### src/rtl/raster_pkg.sv
package raster_pkg;
  typedef enum logic [1:0] {
    ST_IDLE  = 2'd0,
    ST_RUN   = 2'd1,
    ST_DRAIN = 2'd2
  } rasterState_t;

  typedef struct packed {
    logic running;
    logic loadCfg;
    logic clearCnt;
  } rasterCtl_t;
endpackage

### src/rtl/raster_ctrl.sv
module raster_ctrl
  import raster_pkg::*;
(
  input  logic       clk,
  input  logic       rstN,
  input  logic       startReq,
  input  logic       stopReq,
  input  logic       stoppedClr,
  input  logic       frameEnd,
  output rasterCtl_t ctl,
  output logic       stoppedFlag
);
  rasterState_t state, stateNext;
  logic stopNow;
  logic flagReg;

  always_comb begin
    stateNext   = state;
    ctl         = '0;
    stopNow     = 1'b0;
    ctl.running = (state != ST_IDLE);
    unique case (state)
      ST_IDLE: begin
        if (startReq && !stopReq) begin
          stateNext    = ST_RUN;
          ctl.loadCfg  = 1'b1;
          ctl.clearCnt = 1'b1;
        end
      end
      ST_RUN: begin
        if (frameEnd) begin
          if (stopReq) begin
            stateNext    = ST_IDLE;
            ctl.clearCnt = 1'b1;
            stopNow      = 1'b1;
          end else begin
            ctl.loadCfg = 1'b1;
          end
        end else if (stopReq) begin
          stateNext = ST_DRAIN;
        end
      end
      ST_DRAIN: begin
        if (frameEnd) begin
          stateNext    = ST_IDLE;
          ctl.clearCnt = 1'b1;
          stopNow      = 1'b1;
        end
      end
      default: stateNext = ST_IDLE;
    endcase
  end

  always_ff @(posedge clk or negedge rstN) begin
    if (!rstN) begin
      state   <= ST_IDLE;
      flagReg <= 1'b0;
    end else begin
      state <= stateNext;
      if (stopNow || (state == ST_IDLE && stopReq))
        flagReg <= 1'b1;
      else if (stoppedClr)
        flagReg <= 1'b0;
    end
  end

  assign stoppedFlag = flagReg;
endmodule

### src/rtl/raster_datapath.sv
module raster_datapath
  import raster_pkg::*;
#(
  parameter int CNT_W  = 16,
  parameter int SYNC_W = 10
) (
  input  logic               clk,
  input  logic               rstN,
  input  logic               pixEn,
  input  rasterCtl_t         ctl,
  input  logic [SYNC_W-1:0]  hsyncWidth,
  input  logic [SYNC_W-1:0]  vsyncWidth,
  input  logic [2*CNT_W-1:0] totalWord,
  input  logic [2*CNT_W-1:0] hWindowWord,
  input  logic [2*CNT_W-1:0] vWindowWord,
  input  logic               hsyncLow,
  input  logic               vsyncLow,
  input  logic               deLow,
  input  logic               fallEdge,
  output logic               hsyncOut,
  output logic               vsyncOut,
  output logic               deOut,
  output logic               pclkOut,
  output logic [CNT_W-1:0]   xPos,
  output logic [CNT_W-1:0]   yPos,
  output logic               frameEnd
);
  localparam int PAD_W = CNT_W - SYNC_W;
  localparam logic [CNT_W-1:0] ONE = CNT_W'(1);

  logic [CNT_W-1:0]  hTotS, vTotS, hStartS, hEndS, vStartS, vEndS;
  logic [SYNC_W-1:0] hsWS, vsWS;
  logic [CNT_W-1:0]  hCnt, vCnt;
  logic              pixPhase;
  logic              advance, lastCol, lastRow;
  logic              hsAct, vsAct, inH, inV, deAct;

  // timing shadow, captured at frame start only
  always_ff @(posedge clk or negedge rstN) begin
    if (!rstN) begin
      hTotS   <= '0;
      vTotS   <= '0;
      hStartS <= '0;
      hEndS   <= '0;
      vStartS <= '0;
      vEndS   <= '0;
      hsWS    <= '0;
      vsWS    <= '0;
    end else if (ctl.loadCfg) begin
      hTotS   <= totalWord[2*CNT_W-1:CNT_W];
      vTotS   <= totalWord[CNT_W-1:0];
      hStartS <= hWindowWord[2*CNT_W-1:CNT_W];
      hEndS   <= hWindowWord[CNT_W-1:0];
      vStartS <= vWindowWord[2*CNT_W-1:CNT_W];
      vEndS   <= vWindowWord[CNT_W-1:0];
      hsWS    <= hsyncWidth;
      vsWS    <= vsyncWidth;
    end
  end

  assign advance  = ctl.running & pixEn;
  assign lastCol  = (hCnt == hTotS - ONE);
  assign lastRow  = (vCnt == vTotS - ONE);
  assign frameEnd = advance & lastCol & lastRow;

  always_ff @(posedge clk or negedge rstN) begin
    if (!rstN) begin
      hCnt     <= '0;
      vCnt     <= '0;
      pixPhase <= 1'b0;
    end else begin
      pixPhase <= advance;
      if (ctl.clearCnt) begin
        hCnt <= '0;
        vCnt <= '0;
      end else if (advance) begin
        if (lastCol) begin
          hCnt <= '0;
          vCnt <= lastRow ? '0 : vCnt + ONE;
        end else begin
          hCnt <= hCnt + ONE;
        end
      end
    end
  end

  assign hsAct = ctl.running & (hCnt < {{PAD_W{1'b0}}, hsWS});
  assign vsAct = ctl.running & (vCnt < {{PAD_W{1'b0}}, vsWS});
  assign inH   = (hCnt >= hStartS) & (hCnt < hEndS);
  assign inV   = (vCnt >= vStartS) & (vCnt < vEndS);
  assign deAct = ctl.running & inH & inV;

  assign hsyncOut = hsAct ^ hsyncLow;
  assign vsyncOut = vsAct ^ vsyncLow;
  assign deOut    = deAct ^ deLow;
  assign pclkOut  = ctl.running & (pixPhase ~^ fallEdge);
  assign xPos     = deAct ? hCnt - hStartS : '0;
  assign yPos     = deAct ? vCnt - vStartS : '0;
endmodule

### src/rtl/lcd_raster_timing.sv
module lcd_raster_timing
  import raster_pkg::*;
#(
  parameter int CNT_W  = 16,
  parameter int SYNC_W = 10
) (
  input  logic               clk,
  input  logic               rstN,
  input  logic               pixEn,
  input  logic [SYNC_W-1:0]  hsyncWidth,
  input  logic [SYNC_W-1:0]  vsyncWidth,
  input  logic [2*CNT_W-1:0] totalWord,
  input  logic [2*CNT_W-1:0] hWindowWord,
  input  logic [2*CNT_W-1:0] vWindowWord,
  input  logic               hsyncLow,
  input  logic               vsyncLow,
  input  logic               deLow,
  input  logic               fallEdge,
  input  logic               startReq,
  input  logic               stopReq,
  input  logic               stoppedClr,
  output logic               hsyncOut,
  output logic               vsyncOut,
  output logic               deOut,
  output logic               pclkOut,
  output logic [CNT_W-1:0]   xPos,
  output logic [CNT_W-1:0]   yPos,
  output logic               stoppedFlag
);
  rasterCtl_t ctl;
  logic       frameEnd;

  raster_ctrl u_ctrl (
    .clk         (clk),
    .rstN        (rstN),
    .startReq    (startReq),
    .stopReq     (stopReq),
    .stoppedClr  (stoppedClr),
    .frameEnd    (frameEnd),
    .ctl         (ctl),
    .stoppedFlag (stoppedFlag)
  );

  raster_datapath #(.CNT_W(CNT_W), .SYNC_W(SYNC_W)) u_dp (
    .clk         (clk),
    .rstN        (rstN),
    .pixEn       (pixEn),
    .ctl         (ctl),
    .hsyncWidth  (hsyncWidth),
    .vsyncWidth  (vsyncWidth),
    .totalWord   (totalWord),
    .hWindowWord (hWindowWord),
    .vWindowWord (vWindowWord),
    .hsyncLow    (hsyncLow),
    .vsyncLow    (vsyncLow),
    .deLow       (deLow),
    .fallEdge    (fallEdge),
    .hsyncOut    (hsyncOut),
    .vsyncOut    (vsyncOut),
    .deOut       (deOut),
    .pclkOut     (pclkOut),
    .xPos        (xPos),
    .yPos        (yPos),
    .frameEnd    (frameEnd)
  );
endmodule

### config.mk
export PLATFORM = sky130hd
export DESIGN_NAME = lcd_raster_timing
export DESIGN_NICKNAME = d
export VERILOG_FILES = /design/src/rtl/raster_pkg.sv /design/src/rtl/raster_ctrl.sv /design/src/rtl/raster_datapath.sv /design/src/rtl/lcd_raster_timing.sv
export SDC_FILE = /design/constraint.sdc
export NUM_CORES = 1
export LEC_CHECK = 0
export ABC_AREA = 1
export BUFFER_PORTS_ARGS = -buffer_cell sky130_fd_sc_hd__buf_2
export CORE_ASPECT_RATIO = 1.2
export CORE_MARGIN = 5
export CORE_UTILIZATION = 40
export CTS_CLUSTER_SIZE = 24
export DETAILED_ROUTE_END_ITERATION = 6
export SYNTH_ARGS = -nofsm -noshare
export SYNTH_HDL_FRONTEND = slang
export SYNTH_HIERARCHICAL = 1
export SYNTH_SLANG_ARGS = --single-unit
### constraint.sdc
create_clock -name clk -period 3.1 [get_ports clk]
set_input_delay 0.31 -clock clk [delete_from_list [all_inputs] [get_ports clk]]
set_output_delay 0.31 -clock clk [all_outputs]
set_load 0.01 [all_outputs]
Word-level counts from Yosys, hierarchy flattened
Index checks and enable logic that the tools add are counted.
{ "word_totals": {"romBits": 0, "latchBits": 0, "ramBits": 0, "output_inout_bits": 37, "elab_cells": 83, "n_memories": 0, "input_bits": 126, "regBits": 152} }
{ "op_classes": {"mul": 0, "n_eq_ne": 7, "n_div": 0, "n_lt_le_gt_ge": 6, "bitwise": 14, "muxes": 26, "reduce_logical": 11, "shifts": 0, "n_addsub": 6} }
{ "op_table": {"columns": ["operator", "n"], "rows": [
  ["$mux 16", 9],
  ["$add 16x1->16 const B", 2],
  ["$eq 16x16->1", 2],
  ["$ge 16x16->1", 2],
  ["$lt 16x10->1", 2],
  ["$lt 16x16->1", 2],
  ["$sub 16x1->16 const B", 2],
  ["$sub 16x16->16", 2],
  ["$mux 2", 7],
  ["$and 1x1->1", 10],
  ["$reduce_bool 2->1", 4],
  ["$mux 1", 6],
  ["$pmux 2 s3", 1],
  ["$ne 2x2->1 const B", 2],
  ["$pmux 1 s2", 2],
  ["$pmux 1 s3", 1],
  ["$reduce_and 3->1", 1],
  ["$xor 1x1->1", 3],
  ["$eq 2x1->1 const B", 1],
  ["$eq 2x2->1 const B", 1],
  ["$logic_and 1x1->1", 2],
  ["$logic_not 2->1", 1],
  ["$ne 2x1->1 const B", 1],
  ["$reduce_and 2->1", 1],
  ["other kinds (3)", 3]
]} }

Longest topological paths before layout
{ "logic_depth": {"ltp_word": 8, "mapped_depth": 25, "ltp_nobuf": 23} }

Cells and area by module
The synthesis kept the hierarchy.
{ "modules_own_cells": {"columns": ["mod", "cells_each", "n_inst", "seq_area_each_um2", "area_each_um2"], "rows": [
  ["raster_datapath", 1499, 1, 3728.6, 10710.3],
  ["raster_ctrl", 40, 1, 75.1, 286.5]
]} }

Worst setup path after synthesis
Ideal clock, no wire load.
{ "synth_path": {"path_kind": "register -> register", "from": "register u_dp.hTotS[0]", "to": "register u_dp.hStartS[0]", "path_slack_ns": -0.238, "required_time_ns": 2.975, "path_buffers": 3, "stages_incl_launch_ff": 19, "period_less_slack_ns": 3.338, "setup_ns": 0.125, "arrival_time_ns": 3.213, "cell_sequence": "dfrtp_1 inv_1 ha_1 nand2_2 nor2_4 nand2_2 nand2_1 nand2_1 nor2_2 nand2_1 nor2_4 nand3_4 buf_6 nor2_2 o21ai_0 o22ai_1 clkbuf_1 clkbuf_1 mux2_2"} }
{ "synth_rtl": {"columns": ["element", "line", "text"], "rows": [
  ["start, declared", "raster_datapath.sv:31", "logic [CNT_W-1:0] hTotS, vTotS, hStartS, hEndS, vStartS, vEndS;"],
  ["start signal, assigned", "raster_datapath.sv:50", "hTotS <= totalWord[2*CNT_W-1:CNT_W];"],
  ["end signal, assigned", "raster_datapath.sv:52", "hStartS <= hWindowWord[2*CNT_W-1:CNT_W];"],
  ["end, declared", "raster_datapath.sv:31", null]
]} }

Worst setup path after layout
{ "layout_path": {"from": "register u_dp.vCnt[0]", "to": "output port xPos[15]"} }
{ "layout_between": {"elab_chain_len": 4, "word_cells_on_any_way": 5, "classes_between": "2 x order compare; 1 x mux; 2 x bitwise"} }
{ "layout_rtl": {"columns": ["element", "line", "text"], "rows": [
  ["start, declared", "raster_datapath.sv:33", "logic [CNT_W-1:0] hCnt, vCnt;"],
  ["start signal, assigned", "raster_datapath.sv:79", "vCnt <= lastRow ? '0 : vCnt + ONE;"],
  ["$ge 16x16->1 or $lt 16x16->1 (tied branches)", "raster_datapath.sv:90", "assign inV = (vCnt >= vStartS) & (vCnt < vEndS);"],
  ["$and 1x1->1 *", "raster_datapath.sv:90", null],
  ["$and 1x1->1 *", "raster_datapath.sv:91", "assign deAct = ctl.running & inH & inV;"],
  ["$mux 16 *", "raster_datapath.sv:97", "assign xPos = deAct ? hCnt - hStartS : '0;"],
  ["end, declared", "lcd_raster_timing.sv:26", "output logic [CNT_W-1:0] xPos,"]
]} }
Mark *: on every way between the ends. The rest lies on a longest branch, timed or not.

==> key figures <==
Outcome
  • Status: completed

Cells and area
  • Commonest non-fill, non-tap cells in the layout: 378 x nand2_1, 215 x inv_1, 160 x buf_2, 143 x o21ai_0, 142 x nor2_1
  • Share of cells above drive strength 1: 21.9%
  • Fill cells: around 2700
  • Fin nets: between 1500 and 2000
  • Layout Utilization: 50.9%
  • Layout area overhead: 25.4%
  • Commonest non-fill, non-tap cell in the layout: nand2_1
  • Ant. Diodes: 0
  • Final Cell Area: 0.0138 mm²

Clock network
  • Clock Latency Late Sink: 430 ps
  • CTS max path bufs: 2
  • CTS Buf Count: 17
  • Clock root buffer: clkbuf_16
  • CTS HTree Levels: 4
  • Clock sink count: about 150
  • Worst-path clk slew: 60 ps
  • CTS tree: yes

Worst setup path
  • Worst setup SP type: register
  • WS Path Type: reg2out
  • Required @ worst endpoint: approximately 2800 ps
  • Worst Path Max Fanout: 8
  • Reg2reg path depth: 19
  • Worst EP arrival: 2760 ps
  • R2r startpoint: u_dp/vTotS[0]
  • Critical Path Source: u_dp/vCnt[0]
  • Endpoint class of the critical path: output pin

Placed design
  • Detailed-placement wirelength estimate: 26100 µm
  • Placer Congestion: roughly 0.94
  • Placed Area: ~0.013 mm²
  • PortBufs: 162

Detailed routing
  • Initial DRC Count: about 770
  • DRC errors left: 0
  • Vias/cell: 5.04
  • DR WL/cell: 16.3 µm
  • Routed vias: 10700
  • Routed WL: 34500 µm
  • 1st-pass router iterations: 6
  • ANT nets after route: 0

STA
  • Tightest Pin Transition: 548 ps
  • Final setup viols: 0
  • Minimum clock period: between 3000 and 4000 ps
  • Final setup TNS: 0 ps
  • Slew margin rel.: 63.5%
  • Max Freq: 326 MHz
  • Final Skew: 10.6 ps
  • Slew Viols, Final: 0
  • Final hold viol count: 0
  • Crit share post-route: 98.9%
  • WHS: a little under 80 ps
  • RSZ-0062 raised after global routing: true

Yosys
  • Synth Cell Area: roughly 0.011 mm²
  • Yosys reg bits: 152
  • Synth Instances: between 1500 and 2000
  • Top post-synthesis cells by area: dfrtp_1 35%, nand2_1 13%, ha_1 10%, inv_1 7.5%, o21ai_0 6.9%
  • Async S/R FF share, synth: 100%
  • Unique cell type count in the Yosys netlist: 44
  • Sequential share of the synthesized area: 34.6%
  • Syn_nets: 1756
  • Post-synth EDFFs: 0
  • Area leader, netlist: dfrtp_1
  • Ys flop type: dfrtp_1
  • Synth top area share: about a third
  • Syn avg cell area: about 7 µm²
  • Yosys warns: 6

Floorplanning
  • Die width: 161 µm
  • Core ar.: 0.0271 mm²
  • Effective utilization at floorplan: 40.6%
  • Die Y: about 190 µm
  • I/O pins: 163
  • Floorplan row count: 66
  • Die area: 0.0309 mm²

Min path
  • Hold depth: 3
  • Hold path startpoint: totalWord[12]
  • Min-Delay Path Class: in2reg

Power and ir drop
  • LEAKAGE: 7.11 nW
  • IR Drop Worst-Case VDD: ~0.37 mV
  • Pwr dens: 759 mW/mm²

Global routing
  • Grt ovf: 0
  • Largest net degree at the start of global routing: 63
  • Initial antenna violation count: 0
  • Vias in the first global route: 10100
  • First-pass GRT wire length: between 50000 and 60000 µm
  • Gr usage total: around a fifth

Run
  • # Max-Cap Violations: 0
[sequential cells by signal, summed over array words and instances, names as in the netlist]
register            cells
u_dp/pixPhase           1
u_dp/vCnt              16
u_dp/hCnt              16
u_dp/vEndS             16
u_ctrl/state            2
u_dp/hEndS             16
u_dp/vTotS             16
u_dp/vStartS           16
u_dp/hsWS              10
u_dp/vsWS              10
u_dp/hTotS             16
u_ctrl/stoppedFlag      1
u_dp/hStartS           16
[cell families (layout without fill, tap and decap cells)]
group,Yosys count,after routing,share of synthesized area (%)
compound gates,238,238,11.3
buf+inv,267,504,9.34
mux,11,11,1.13
fa+ha+maj,91,91,10.5
xor+xnor,64,64,5.10
flops,152,152,34.6
simple gates,716,717,28.0
[metrics by stage]
step                      total power [W]  instances  setup slack [ps]
after floorplan                   0.00650       1539              36.8
after global placement            0.00781       2049               170
after detailed placement          0.00790       2049               101
after CTS                          0.0101       2092              2.46
after global routing               0.0114       2117              -149
final                              0.0105       2117              33.5
[what timing repair did]
action / 4_1_cts / 5_1_grt
hold buffers: 1 / 0
resized for setup: 24 / 79
pin swaps: 5 / 21
cloned: 3 / 6
setup endpoints to repair: 33 / 154
endpoints found under the hold margin: 50 / 0
setup buffers: 7 / 19
[report_power, final]
group / internal, W / switching, W
registers: 0.00273 / 0.000430
clock network: 0.00117 / 0.000857
logic: 0.00202 / 0.00326
total: 0.00591 / 0.00455
[layer usage]
| metal | up-vias | global-route usage [%] | part of all wire [%] |
|---|---|---|---|
| met1 | 4925 | 25.2 | 41 |
| met3 | 67 | 3.93 | 5.0 |
| met5 | - | 0 | 0 |
| met2 | 299 | 37.7 | 51 |
| met4 | 0 | 8.37 | 3.3 |
| li1 | 5389 | - | - |
[path summary, 6_finish.rpt]
check	endpoint	slack, ps
hold / removal	u_dp/vTotS[12]	80
setup reg to reg	u_dp/vCnt[10]	180
hold reg to reg	u_ctrl/stoppedFlag	510
min in group asynchronous	u_dp/hEndS[3]	390
setup / recovery	xPos[15]	30
max in group asynchronous	u_ctrl/state[0]	1960
[cell type report]
type | count | area, µm² | share of cell area, %
clock buffer | 21 | 470 | 3.41
clock inverter | 11 | 98.8 | 0.717
inverter | 227 | 860 | 6.23
multi-input combinational | 1121 | 6450 | 46.8
sequential | 152 | 3820 | 27.7
tap | 340 | 425 | 3.09
timing repair buffer | 244 | 1660 | 12.0
timing repair inverter | 1 | 7.51 | 0.0544
[synth_stat cells, types with 5 or more instances]
cell type / instances
inv_1: 221
nand3b_1: 12
xnor2_1: 24
clkbuf_1: 28
ha_1: 89
nand3_2: 5
buf_2: 7
dfrtp_1: 152
o21ai_0: 152
xor2_1: 40
nand4_1: 14
o22ai_1: 10
nand2_2: 9
nand2_1: 389
nand3_1: 96
a21oi_1: 56
mux2_2: 11
o21bai_1: 6
nor4_1: 5
nor2_1: 149
nor2_2: 6
nor3_1: 18
[worst max-delay path: stages, from the launching register on]
cell	delay, ps
dfrtp_1	380
inv_2	100
ha_4	160
inv_4	40
fa_2	410
nand2_2	90
nand2_2	60
a21oi_2	150
nor2_2	70
o21ai_1	140
nand3_1	110
nand4_1	120
buf_6	140
buf_8	150
nor2_1	60
buf_2	140
(Power assumes the default switching activity.)
